==> src/rtl/pfd_pkg.sv <==
package pfd_pkg;

  // True on the last cycle of a hold that must last len cycles.
  function automatic logic hold_last(input int unsigned age, input int unsigned len);
    return (age + 1) >= len;
  endfunction

  // The single-ended line is driven only when the two flags disagree.
  function automatic logic err_enable(input logic ref_set, input logic vco_set);
    return ref_set ^ vco_set;
  endfunction

endpackage

==> src/rtl/pfd_edge_sync.sv <==
module pfd_edge_sync #(
  parameter int STAGES = 2
) (
  input  logic clk,
  input  logic rst,
  input  logic din,
  output logic rise
);
  // sh[STAGES-1] is the sampled value; sh[STAGES] is its previous cycle.
  logic [STAGES:0] sh;

  always_ff @(posedge clk) begin
    if (rst) sh <= '0;
    else     sh <= {sh[STAGES-1:0], din};
  end

  assign rise = sh[STAGES-1] & ~sh[STAGES];
endmodule

==> src/rtl/pfd_flag_pair.sv <==
module pfd_flag_pair #(
  parameter int CLR_CYCLES = 2
) (
  input  logic clk,
  input  logic rst,
  input  logic ref_rise,
  input  logic vco_rise,
  output logic ref_set,
  output logic vco_set,
  output logic both_set,
  output logic clr_fire
);
  localparam int CNT_W = (CLR_CYCLES < 2) ? 1 : $clog2(CLR_CYCLES);

  logic [CNT_W-1:0] age;

  assign both_set = ref_set & vco_set;
  assign clr_fire = both_set & pfd_pkg::hold_last(32'(age), CLR_CYCLES);

  always_ff @(posedge clk) begin
    if (rst) begin
      ref_set <= 1'b0;
      vco_set <= 1'b0;
      age     <= '0;
    end else begin
      // A new edge takes priority over the clear of the same cycle.
      ref_set <= ref_rise | (ref_set & ~clr_fire);
      vco_set <= vco_rise | (vco_set & ~clr_fire);
      if (!both_set || clr_fire) age <= '0;
      else                       age <= age + 1'b1;
    end
  end
endmodule

==> src/rtl/pfd_drive.sv <==
module pfd_drive (
  input  logic ref_set,
  input  logic vco_set,
  output logic pd_oe,
  output logic pd_val,
  output logic ref_up_n,
  output logic vco_up_n
);
  always_comb begin
    pd_oe    = pfd_pkg::err_enable(ref_set, vco_set);
    pd_val   = ref_set;
    ref_up_n = ~ref_set;
    vco_up_n = ~vco_set;
  end
endmodule

==> src/rtl/pfd_dual_out.sv <==
module pfd_dual_out #(
  parameter int SYNC_STAGES = 2,
  parameter int CLR_CYCLES  = 2
) (
  input  logic clk,
  input  logic rst,
  input  logic ref_in,
  input  logic vco_in,
  output logic pd_oe,
  output logic pd_val,
  output logic ref_up_n,
  output logic vco_up_n
);
  localparam int NCH = 2;

  logic [NCH-1:0] raw_in;
  logic [NCH-1:0] rise_v;
  logic ref_rise, vco_rise;
  logic ref_set, vco_set, both_set, clr_fire;

  assign raw_in = {vco_in, ref_in};

  for (genvar g = 0; g < NCH; g++) begin : g_sync
    pfd_edge_sync #(.STAGES(SYNC_STAGES)) u_sync (
      .clk (clk),
      .rst (rst),
      .din (raw_in[g]),
      .rise(rise_v[g])
    );
  end

  assign ref_rise = rise_v[0];
  assign vco_rise = rise_v[1];

  pfd_flag_pair #(.CLR_CYCLES(CLR_CYCLES)) u_flags (
    .clk     (clk),
    .rst     (rst),
    .ref_rise(ref_rise),
    .vco_rise(vco_rise),
    .ref_set (ref_set),
    .vco_set (vco_set),
    .both_set(both_set),
    .clr_fire(clr_fire)
  );

  pfd_drive u_drive (
    .ref_set (ref_set),
    .vco_set (vco_set),
    .pd_oe   (pd_oe),
    .pd_val  (pd_val),
    .ref_up_n(ref_up_n),
    .vco_up_n(vco_up_n)
  );
endmodule

==> config.mk <==
export PLATFORM = sky130hd
export DESIGN_NAME = pfd_dual_out
export DESIGN_NICKNAME = d
export VERILOG_FILES = /design/src/rtl/pfd_pkg.sv /design/src/rtl/pfd_edge_sync.sv /design/src/rtl/pfd_flag_pair.sv /design/src/rtl/pfd_drive.sv /design/src/rtl/pfd_dual_out.sv
export SDC_FILE = /design/constraint.sdc
export NUM_CORES = 1
export LEC_CHECK = 0
export BUFFER_PORTS_ARGS = -buffer_cell sky130_fd_sc_hd__buf_4
export CAP_MARGIN = 5
export CORE_AREA = 5 5 42 44
export DETAILED_ROUTE_END_ITERATION = 16
export DIE_AREA = 0 0 47 49
export GPL_TIMING_DRIVEN = 0
export PLACE_DENSITY_LB_ADDON = 0.12
export SLEW_MARGIN = 25
export SYNTH_ARGS = -nofsm -noshare
export SYNTH_HDL_FRONTEND = slang
export SYNTH_SLANG_ARGS = --single-unit
export TNS_END_PERCENT = 100
==> constraint.sdc <==
create_clock -name clk -period 2 [get_ports clk]
set_input_delay 0.2 -clock clk [delete_from_list [all_inputs] [get_ports clk]]
set_output_delay 0.2 -clock clk [all_outputs]
set_load 0.02 [all_outputs]
==> summary.md <==
| Metric | Value |
|---|---|
| WL/cell | 8.29 um |
| CTS Hold Buffers Added | 0 |
| Worst Setup End Kind | output pin |
| Root Driver | clkbuf_4 |
| Adder-Cell Fraction of Synth Area | 4.35% |
| Cell taking the most area after synthesis | dfxtp_1 |
| Max FO, Critical Path | 4 |
| First-pass GRT wire length | a little under 700 um |
| Clock Skews | around 0.0013 ns |
| Post-synth cell types | 8 |
| Setup TNS Final | 0 ns |
| Mapped Area | 288 um^2 |
| Final Hold Vio Count | 0 |
| Residual DRC | 0 |
| Hold slack final | 0.159 ns |
| Met3 Track Usage GR | 2.21% |
| Die area | 0.00230 mm^2 |
| Starting DRT DRC Count | 2 |
| Detail Route Antenna Nets | 0 |
| Routed WL | 431 um |
| Max Clk Rate | 805 MHz |
| Worst vdd ir | 0.345 mV |
| Vias in the first global route | 166 |
| Outcome | completed |
| Iteration count of the initial detailed-routing pass | 2 |
| TritonCTS Buffers | 3 |
| Sink Count | 9 |
| Post-Synth Simple-Gate Area | 20.0% |
| Post-placement cell count | 48 |
| Total number of vias | 187 |
| Setup CP Type | register to output pin |
| Post-synthesis mux area share | 0% |
| Die height | 49 um |
| Clk slew on worst S/H paths | 0.06 ns |
| Final-report setup violation count | 0 |
| N_diodes | 0 |
| CP startpoint kind | register |
| Crit path DAT | 1.04 ns |
| Measured slew at the worst slew-check pin | 0.134 ns |
| Non-filler instance count after layout | between 50 and 60 |
| Grt peak-use layer | met1 |
| H-tree depth | 1 |
| Post-Synth XOR/XNOR Area | 0% |
| Yosys reg bits | 9 |
| Main area contributors after synthesis | dfxtp_1 63%, nor2b_1 13%, a21bo_1 7.0% |
| Row cnt | 14 |
| Port bufs | 7 |
| CTS resizes | 0 |
| Initial Util | between 20% and 30% |
| Synth warn | 0 |
| Clock period minus worst slack | 1.24 ns |
| Global routing usage on met2 | 4.98% |
| Commonest non-fill, non-tap cells in the layout | 9 x dfxtp_1, 7 x buf_4, 6 x nor2b_1, 3 x clkbuf_4 |
| Syn Nets | 30 |
| P_leak | 0.165 nW |
| Total track usage | ~4.4% |
| Area of the multi-input gates | ~100 um^2 |
| CTS tree | built |
| Power Density | between 900 and 1000 mW/mm^2 |
| Initial antenna violation count | 0 |
| Skew-Pair Late Insertion Delay | 0.25 ns |
| Area after DPL | 360 um^2 |
| Commonest non-fill, non-tap cell in the layout | dfxtp_1 |
| Final Cycle Share | roughly 62% |
| Post-synth top area share | 62.6% |
| Max-Cap Viols | 0 |
| Max Transition Viols Final | 0 |
| Largest family of logic cells by synthesized area | simple AND/OR/NAND/NOR gates |
| Vias per cell | 3.60 |
| Finished Cell Area | 387 um^2 |
| Chip Width | between 40 and 50 um |
| Layout Nets | 42 |
| Complex-gate fraction of the synthesized area | 10.4% |
| Max-slew headroom | 91.0% |
| Register area share after synthesis | between 60% and 70% |
| Total power | 0.355 mW |
| RSZ-0062 raised after global routing | false |
| Layout cell share with drive strength beyond 1 | ~28% |
| Grt total ovfl | 0 |
| Pin count of the biggest net entering global routing | 10 |
| Cell count after synthesis | 25 |
| Area delta synth->final | 34.3% |
| Final GP Congestion | 0.574 |
| Worst min path class | input port to register |
| CTS max path bufs | 2 |
| Post-CTS Repair Setup Buffers | 0 |
| Crit path required time | between 1.5 and 2 ns |
| GR Util met1 | between 5 and 6% |
| Core Region | between 0.001 and 0.0015 mm^2 |
| Register area | 180 um^2 |
| Total I/O pin count | 8 |
| Filler cell count | 169 |
| Syn_area_per_cell | around 12 um^2 |
[area by class of cell]
cell class / instances / share of cell area [%]
clock buffers: 4 / 6.80
well taps: 16 / 5.18
flip-flops and latches: 9 / 46.6
repair buffers: 7 / 13.6
multi-input cells: 14 / 25.9
inverters: 2 / 1.94
[worst max-delay path, stage by stage (launching register included)]
cell     delay, ns
dfxtp_1       0.34
ha_1          0.30
buf_4         0.16
[through the flow]
stage                     worst slack (ns)  utilization [%]
after floorplan                       1.01                -
after CTS                            0.748             27.6
after global routing                 0.718             27.6
final                                0.757             27.6
after global placement                1.04             25.7
after detailed placement              1.04             25.7
[per-layer routing]
metal  part of all wire (%)  wire length, um
met5                      0                0
met4                      0                0
met3                     13               54
met2                     34              145
met1                     54              231
[cells in the mapped netlist]
cell / number
inv_1: 2
a21bo_1: 2
ha_1: 1
nor2b_1: 6
nor3b_1: 1
nand2b_1: 2
dfxtp_1: 9
a21oi_1: 2
[where the power goes]
part	internal (mW)	switching, mW
Clock	0.0765	0.0576
Combinational	0.0167	0.0150
Sequential	0.186	0.00316
Total	0.280	0.0757
[sequential cells by signal, summed over array words and instances, names as in the netlist]
name and cells:
g_sync.u_sync.sh 6, u_flags.age 1, u_flags.ref_set 1, u_flags.vco_set 1
[path summary, 6_finish.rpt]
check	slack (ns)	to	cells past startpoint	start
setup / recovery	0.76	pd_oe	2	u_flags.ref_set
hold / removal	0.16	g_sync[0].u_sync.sh[0]	2	ref_in
setup reg to reg	1.05	u_flags.vco_set	3	u_flags.ref_set
hold reg to reg	0.44	g_sync[1].u_sync.sh[1]	1	g_sync[1].u_sync.sh[0]
[logic make-up (layout without fill, tap and decap cells)]
| group | count (synthesis) | count (layout) |
|---|---|---|
| buffers and inverters | 2 | 13 |
| adders and majority gates | 1 | 1 |
| AOI/OAI and AO/OA | 4 | 4 |
| and+or+nand+nor | 9 | 9 |
| DFF | 9 | 9 |
Note: power is estimated with default switching activity, not from simulation.
